--- src/rtl/sclkdiv_pkg.sv ---
package sclkdiv_pkg;

    typedef enum logic {
        LAW_POW2 = 1'b0,
        LAW_LIN  = 1'b1
    } div_law_e;

endpackage

--- src/rtl/sdiv_cfg_shadow.sv ---
module sdiv_cfg_shadow
    import sclkdiv_pkg::*;
#(
    parameter int unsigned CODE_W = 8
) (
    input  logic              clk_i,
    input  logic              rst_ni,
    input  logic              enable_i,
    input  logic              lin_mode_i,
    input  logic [CODE_W-1:0] code_i,
    input  logic              pol_i,
    output div_law_e          law_o,
    output logic [CODE_W-1:0] code_o,
    output logic              pol_o
);

    typedef struct packed {
        div_law_e          law;
        logic [CODE_W-1:0] code;
        logic              pol;
    } shadow_t;

    shadow_t st_d, st_q;

    always_comb begin
        st_d = st_q;
        if (!enable_i) begin
            st_d.law  = div_law_e'(lin_mode_i);
            st_d.code = code_i;
            st_d.pol  = pol_i;
        end
    end

    always_ff @(posedge clk_i or negedge rst_ni) begin
        if (!rst_ni) begin
            st_q <= '{law: LAW_POW2, code: '0, pol: 1'b0};
        end else begin
            st_q <= st_d;
        end
    end

    assign law_o  = st_q.law;
    assign code_o = st_q.code;
    assign pol_o  = st_q.pol;

    AST_CFG_FROZEN: assert property (@(posedge clk_i) disable iff (!rst_ni)
        $past(enable_i) |-> ($stable(st_q.law) && $stable(st_q.code) && $stable(st_q.pol)))
        else $error("configuration moved while enabled");

endmodule

--- src/rtl/sdiv_limit_decode.sv ---
module sdiv_limit_decode
    import sclkdiv_pkg::*;
#(
    parameter int unsigned CODE_W = 8,
    parameter int unsigned EXP_W  = 4,
    parameter int unsigned CNT_W  = 15
) (
    input  div_law_e          law_i,
    input  logic [CODE_W-1:0] code_i,
    output logic [CNT_W-1:0]  limit_o
);

    logic [EXP_W-1:0] exp_w;
    logic [CNT_W-1:0] pow_limit_w;
    logic [CNT_W-1:0] lin_limit_w;

    assign exp_w = code_i[EXP_W-1:0];

    // 2^N - 1 as a thermometer: bit i is set when N exceeds i (no shifter)
    for (genvar i = 0; i < CNT_W; i++) begin : g_therm
        assign pow_limit_w[i] = (int'(exp_w) > i);
    end

    assign lin_limit_w = CNT_W'(code_i);

    always_comb begin
        unique case (law_i)
            LAW_LIN:  limit_o = lin_limit_w;
            default:  limit_o = pow_limit_w;
        endcase
    end

endmodule

--- src/rtl/sdiv_edge_gen.sv ---
module sdiv_edge_gen #(
    parameter int unsigned CNT_W = 15
) (
    input  logic             clk_i,
    input  logic             rst_ni,
    input  logic             active_i,
    input  logic [CNT_W-1:0] limit_i,
    input  logic             pol_i,
    output logic             tick_o,
    output logic             sclk_o
);

    typedef struct packed {
        logic [CNT_W-1:0] cnt;
        logic             tick;
        logic             sclk;
    } gen_t;

    gen_t g_d, g_q;

    always_comb begin
        g_d = g_q;
        if (!active_i) begin
            g_d.cnt  = '0;
            g_d.tick = 1'b0;
            g_d.sclk = pol_i;
        end else if (g_q.cnt == limit_i) begin
            g_d.cnt  = '0;
            g_d.tick = 1'b1;
            g_d.sclk = ~g_q.sclk;
        end else begin
            g_d.cnt  = g_q.cnt + CNT_W'(1);
            g_d.tick = 1'b0;
        end
    end

    always_ff @(posedge clk_i or negedge rst_ni) begin
        if (!rst_ni) begin
            g_q <= '{cnt: '0, tick: 1'b0, sclk: 1'b0};
        end else begin
            g_q <= g_d;
        end
    end

    assign tick_o = g_q.tick;
    assign sclk_o = g_q.sclk;

    AST_IDLE_HOLDS_LEVEL: assert property (@(posedge clk_i) disable iff (!rst_ni)
        !active_i |=> (!tick_o && (sclk_o == $past(pol_i))))
        else $error("idle level not held");

    AST_TICK_FLIPS: assert property (@(posedge clk_i) disable iff (!rst_ni)
        tick_o |-> (sclk_o != $past(sclk_o)))
        else $error("tick without level change");

    AST_STEADY_BETWEEN_TICKS: assert property (@(posedge clk_i) disable iff (!rst_ni)
        ($past(active_i) && !tick_o) |-> $stable(sclk_o))
        else $error("level moved without tick");

    AST_CNT_IN_RANGE: assert property (@(posedge clk_i) disable iff (!rst_ni)
        g_q.cnt <= limit_i)
        else $error("counter beyond limit");

    AST_TICK_NEEDS_RUN: assert property (@(posedge clk_i) disable iff (!rst_ni)
        tick_o |-> $past(active_i))
        else $error("tick while not running");

endmodule

--- src/rtl/sclk_divider.sv ---
module sclk_divider
    import sclkdiv_pkg::*;
#(
    parameter int unsigned CODE_W = 8,
    parameter int unsigned EXP_W  = 4
) (
    input  logic              clk_i,
    input  logic              rst_ni,
    input  logic              enable_i,
    input  logic              lin_mode_i,
    input  logic [CODE_W-1:0] div_code_i,
    input  logic              cpol_i,
    input  logic              run_i,
    output logic              tick_o,
    output logic              sclk_o,
    output logic              idle_level_o
);

    localparam int unsigned POW_W = (1 << EXP_W) - 1;
    localparam int unsigned CNT_W = (POW_W > CODE_W) ? POW_W : CODE_W;

    div_law_e          law_w;
    logic [CODE_W-1:0] code_w;
    logic              pol_w;
    logic [CNT_W-1:0]  limit_w;
    logic              active_w;

    assign active_w = enable_i & run_i;

    sdiv_cfg_shadow #(.CODE_W(CODE_W)) i_shadow (
        .clk_i      (clk_i),
        .rst_ni     (rst_ni),
        .enable_i   (enable_i),
        .lin_mode_i (lin_mode_i),
        .code_i     (div_code_i),
        .pol_i      (cpol_i),
        .law_o      (law_w),
        .code_o     (code_w),
        .pol_o      (pol_w)
    );

    sdiv_limit_decode #(.CODE_W(CODE_W), .EXP_W(EXP_W), .CNT_W(CNT_W)) i_decode (
        .law_i   (law_w),
        .code_i  (code_w),
        .limit_o (limit_w)
    );

    sdiv_edge_gen #(.CNT_W(CNT_W)) i_edge (
        .clk_i    (clk_i),
        .rst_ni   (rst_ni),
        .active_i (active_w),
        .limit_i  (limit_w),
        .pol_i    (pol_w),
        .tick_o   (tick_o),
        .sclk_o   (sclk_o)
    );

    assign idle_level_o = pol_w;

    AST_IDLE_OUT_FROZEN: assert property (@(posedge clk_i) disable iff (!rst_ni)
        $past(enable_i) |-> $stable(idle_level_o))
        else $error("idle level changed while enabled");

endmodule

--- config.mk ---
export PLATFORM = sky130hd
export DESIGN_NAME = sclk_divider
export DESIGN_NICKNAME = d
export VERILOG_FILES = /design/src/rtl/sclkdiv_pkg.sv /design/src/rtl/sdiv_cfg_shadow.sv /design/src/rtl/sdiv_limit_decode.sv /design/src/rtl/sdiv_edge_gen.sv /design/src/rtl/sclk_divider.sv
export SDC_FILE = /design/constraint.sdc
export NUM_CORES = 1
export LEC_CHECK = 0
export BUFFER_PORTS_ARGS = -buffer_cell sky130_fd_sc_hd__buf_2
export CAP_MARGIN = 20
export CORE_ASPECT_RATIO = 0.75
export CORE_MARGIN = 2
export CORE_UTILIZATION = 58
export CTS_CLUSTER_SIZE = 12
export DETAILED_ROUTE_END_ITERATION = 10
export PLACE_DENSITY_LB_ADDON = 0.12
export RECOVER_POWER = 50
export SETUP_SLACK_MARGIN = 0.4
export SKIP_LAST_GASP = 1
export SYNTH_ARGS = -nofsm -noshare
export SYNTH_HDL_FRONTEND = slang
export SYNTH_SLANG_ARGS = --single-unit
--- constraint.sdc ---
create_clock -name clk_i -period 5.9 [get_ports clk_i]
set_clock_uncertainty 0.15 [all_clocks]
set_input_delay 0.59 -clock clk_i [delete_from_list [all_inputs] [get_ports clk_i]]
set_output_delay 0.59 -clock clk_i [all_outputs]
set_load 0.1 [all_outputs]
# After elaboration in Yosys (flattened, before gate mapping)
# Cells that the tools add are included.
[op_classes]
addsub = 1
order_cmp = 15
n_eq_ne = 2
mux = 4
n_bitwise = 2
[ops]
columns = ["operator", "count"]
rows = [
  ["$gt 4x4->1 const B", 7],
  ["$mux 17", 1],
  ["$gt 4x3->1 const B", 4],
  ["$mux 16", 1],
  ["$add 15x1->15 const B", 1],
  ["$eq 15x15->1", 1],
  ["$mux 15", 1],
  ["$gt 4x1->1 const B", 2],
  ["$gt 4x2->1 const B", 2],
  ["$ne 2x2->1 const B", 1],
  ["$and 1x1->1", 1],
  ["$mux 1", 1],
  ["$not 1->1", 1],
]
[totals]
reg_bits = 27
out_inout_bits = 3
elab_cells = 30

# Longest topological paths before layout
[depth]
depth_word = 5
depth_mapped = 8
depth_no_buf = 6

# Modules after synthesis
# From an unflattened synthesis, not the netlist that was laid out.
[hier_totals]
hier_cells = 151
hier_area_um2 = 1572.8
[by_module_without_submodules]
columns = ["mod", "n_inst", "cells_per_inst", "area_each_um2"]
rows = [
  ["sdiv_edge_gen", 1, 98, 978.4],
  ["sdiv_cfg_shadow", 1, 21, 411.6],
  ["sdiv_limit_decode", 1, 31, 176.4],
  ["sclk_divider", 1, 1, 6.3],
]

# Least setup slack after synthesis
# No wires, ideal clock.
[synth_path]
path_type = "register -> register"
start = "register i_shadow.st_q (netlist bit i_shadow.code_o[0])"
end = "register i_edge.g_q (netlist bit i_edge.sclk_o)"
setup_time_ns = 0.088
arrival_ns = 1.957
t_required_ns = 5.662
setup_slack_ns = 3.704
stages_incl_launch_ff = 7
path_cell_list = "dfrtp_1 or2_4 a21o_1 a2111oi_4 o2111ai_2 or4_1 a41oi_1"
[synth_between]
elab_chain_len = 4
elab_cells_between_ends = 18
cone_classes = "order compare (15); eq/ne (2); mux (1)"
[synth_lines]
columns = ["item", "line", "text"]
rows = [
  ["start: declaration", "sdiv_cfg_shadow.sv:23", "shadow_t st_d, st_q;"],
  ["start signal: assignment", "sdiv_cfg_shadow.sv:36", "st_q <= '{law: LAW_POW2, code: '0, pol: 1'b0};"],
  ["start signal: assignment", "sdiv_cfg_shadow.sv:38", "st_q <= st_d;"],
  ["$gt 4x1->1 (tied with other cells)", "sdiv_limit_decode.sv:21", "assign pow_limit_w[i] = (int'(exp_w) > i);"],
  ["$mux 15 *", "sdiv_limit_decode.sv:27", "unique case (law_i)"],
  ["$eq 15x15->1 *", "sdiv_edge_gen.sv:27", "end else if (g_q.cnt == limit_i) begin"],
  ["$ne 2x2->1 (no source line) *", "n/a", ""],
  ["end signal: assignment", "sdiv_edge_gen.sv:39", "g_q <= '{cnt: '0, tick: 1'b0, sclk: 1'b0};"],
  ["end signal: assignment", "sdiv_edge_gen.sv:41", "g_q <= g_d;"],
  ["end: declaration", "sdiv_edge_gen.sv:19", "gen_t g_d, g_q;"],
]
# Mark *: on every way between the ends. The rest lies on a longest branch, timed or not.
# A chain may end at the register's enable or synchronous reset.

==> results.py <==
metrics = {
    "outcome": {
        "outcome": "finished, final reports clean",
    },
    "routing": {
        "detail_route.drc_violations": 0,
        "dr.pass1.iters": 4,
        "antenna_violating_nets_post_route": 0,
        "detailedRoute.firstIterationViolations": 61,
        "vias": 1220,
        "via_per_inst": 5.87,
        "postRouteWirelength_um": 3200,
        "avgRoutedWirePerCell_um": 15.4,
    },
    "die": {
        "floorplan.die.width_um": 64.5,
        "pin_count": 17,
        "die_height_um": 49.4,
        "cell_row_count": 16,
        "fp.dieArea_um2": 3190,
        "core_area_um2": 2600,
        "initial_core_util_pct": 61.2,
    },
    "synthesis": {
        "synthFlopType": "sky130_fd_sc_hd__dfrtp_1",
        "synth_edf_count": 0,
        "synth.cell_area_um2": 1590,
        "syn-mean-instance-area_um2": 9.95,
        "synthCells": 160,
        "ys_warnings": 0,
        "synth-async-reset-ratio_pct": 100,
        "synth.net_count": 175,
        "synth.yosys.seq_area_share_pct": 42.4,
        "synth_cell_types": 43,
        "synth.ff_latch_count": 27,
    },
    "timing": {
        "hold_slack_ps": 331,
        "max_slew.worst_pin.slew_ps": 1440,
        "slew_headroom_pct": 3.76,
        "clock.fmax_mhz": 357,
        "post-route-period-util_pct": 47.5,
        "timing.final.max_slew_violations": 0,
        "finalSetupViolCount": 0,
        "timing.final.hold_violations": 0,
        "fin_setup_tns_ps": 0,
        "fin_crit_ps": 2800,
        "timing.final.ws_setup_ps": 3100,
        "rsz0062_at_grt": "false",
    },
    "placement": {
        "place.detailed.hpwl_um": 2360,
        "routabilityCongestion": 0.822,
        "dpl-instance-area_um2": 1670,
        "place_worst_setup_slack_ps": 3120,
        "buffers_added_on_ports": 16,
    },
    "setup_path": {
        "setup.worst_path.start": "i_shadow.code_o[2]",
        "worstReg2RegStart": "i_shadow.code_o[2]",
        "cp.depth": 6,
        "r2r-end": "i_edge.g_q[15]",
        "reg2regPathDepth": 6,
        "cp_data_required_time_ps": 5930,
        "critical-path-slowest-cell": "sky130_fd_sc_hd__nor3_2",
        "cp_num_buf_inv": 0,
        "critical_path.endpoint": "i_edge.g_q[15]",
        "worstPathCellList": "and3b_1 -> nand3_1 -> a2111oi_4 -> o2111ai_2 -> nor3_2 -> nor3_1",
        "max_fo_critical_path": 15,
        "rrSetupSlack_ps": 3100,
        "crit_path_max_incr_delay_ps": 700,
        "crit_type": "flip-flop to flip-flop",
        "timing.critical_path.max_delay_family": "simple AND/OR/NAND/NOR gates",
        "critical_path.endpoint_type": "flip-flop",
        "start_kind": "flip-flop",
        "critical_path_arrival_ps": 2830,
    },
    "cts": {
        "tritoncts": "done",
        "cts_post_setup_buffers_inserted": 0,
        "cts.sink_count": 27,
        "number_of_levels_in_the_clock_h_tree": 1,
        "hold_buffers": 0,
        "ctsResizeCount": 0,
        "worst_setup_hold_path_clk_slew_ps": 140,
        "cts_made_buffers": 3,
        "cts_buffer_depth": 2,
        "clock_insertion_delay_worst_skew_ps": 320,
        "cts-root-buf": "sky130_fd_sc_hd__clkbuf_4",
    },
    "global_route": {
        "grt_pass1_wl_um": 5530,
        "grt_start_max_net_pins": 28,
        "grt_pass1_vias": 1234,
        "grt_antenna_before_repair": 0,
        "grt.total_usage_pct": 22.5,
        "global_route.overflow_total": 0,
    },
    "final_layout": {
        "areaGrowthSynthToFinish_pct": 6.60,
        "final_design_area_no_fill_um2": 1700,
        "finish.net_count": 188,
        "diodes_inserted": 0,
        "final_layout_size_suffix_gt1_share_pct": 18.6,
    },
    "pwr": {
        "max_vdd_drop_v": 0.000139,
        "power.density_cell_area_nw_per_um2": 212,
        "leakage_nw": 0.670,
    },
    "hold_path": {
        "hold-path-cell-count": 2,
        "worst_min_delay_path_category": "primary input to flip-flop",
    },
    "flow_run": {
        "max-cap-violations": 0,
    },
}
==> state kept, by name, summed over array words and instances (netlist names) <==
register         flops
i_edge.sclk_o        1
i_shadow.pol_o       1
i_edge.tick_o        1
i_shadow.law_o       1
i_shadow.code_o      8
i_edge.g_q          15
==> final cells by class <==
class / instances / area (um2)
fill: 231 / 905
clock buffer: 4 / 26.3
timing repair buffer: 16 / 77.6
tap: 36 / 45.0
inverter: 2 / 7.51
sequential: 27 / 676
multi-input combinational: 123 / 866
==> power by group <==
| part | internal [mW] | switching [mW] | total, mW |
|---|---|---|---|
| Clock | 0.0265 | 0.0526 | 0.0791 |
| Combinational | 0.0300 | 0.0429 | 0.0730 |
| Sequential | 0.193 | 0.0150 | 0.208 |
| Total | 0.250 | 0.111 | 0.360 |
==> how the worst min path moves through the flow <==
stage | end | from | slack (ps)
finish | i_edge.sclk_o | run_i | 330
global placement | i_shadow.code_o[7] | i_shadow.code_o[7] | 340
CTS | i_edge.g_q[10] | rst_ni | 110
detailed placement | i_shadow.code_o[5] | i_shadow.code_o[5] | 350
floorplan | i_edge.g_q[10] | rst_ni | 140
global route | i_shadow.code_o[5] | div_code_i[5] | 310
==> layout by cell type (no fill, tap or decap), drive strengths merged, types with 2 or more instances in the layout <==
cell	count
o2111ai	2
or4b	2
nor3	16
buf	14
nor4	2
nor3b	2
a211oi	2
nor2b	3
o21bai	3
nand4	2
nand2	16
inv	2
xnor2	11
clkbuf	6
nor2	8
o21ai	3
o31ai	2
nand3	7
and3	3
xor2	9
dfrtp	27
a21oi	4
mux2	10
==> routing by layer <==
layer / share of wire (%) / up-vias / track usage [%] / wire, um
met5: 0 / - / 0 / 0
met4: 0.59 / 0 / 3.55 / 19
met3: 5.3 / 4 / 6.00 / 168
li1: - / 600 / - / -
met1: 49 / 591 / 31.2 / 1560
met2: 45 / 25 / 36.1 / 1450
==> kinds of logic after synthesis <==
kind of cell | after synthesis | share of synthesized area, %
xor+xnor | 20 | 11.0
simple gates | 67 | 22.2
flops | 27 | 42.4
mux | 11 | 7.70
compound gates | 24 | 12.6
fa+ha+maj | 1 | 0.785
buf+inv | 10 | 3.22
==> Yosys cell counts (all sizes together), types with 3 or more instances <==
master  number  share of area, %
buf          7               2.5
and3         3               1.2
dfrtp       27                42
xnor2       11               6.0
nand3        7               2.2
xor2         9               4.9
a21oi        4               1.3
nor2b        3               1.2
nand2       16               3.8
o21bai       3               1.4
nor3        16               5.3
mux2        10               7.1
nor2         8               1.9
o21ai        3              0.94
==> stage by stage <==
stage / total power, mW / cells / utilization (%)
final: 0.360 / 208 / 65.2
after global routing: 0.382 / 208 / 65.2
after CTS: 0.366 / 208 / 65.3
after detailed placement: 0.285 / 204 / 64.3
after global placement: 0.281 / 204 / 64.3
after floorplan: 0.266 / 160 / -
No activity file was read; power rests on OpenSTA's default activity.
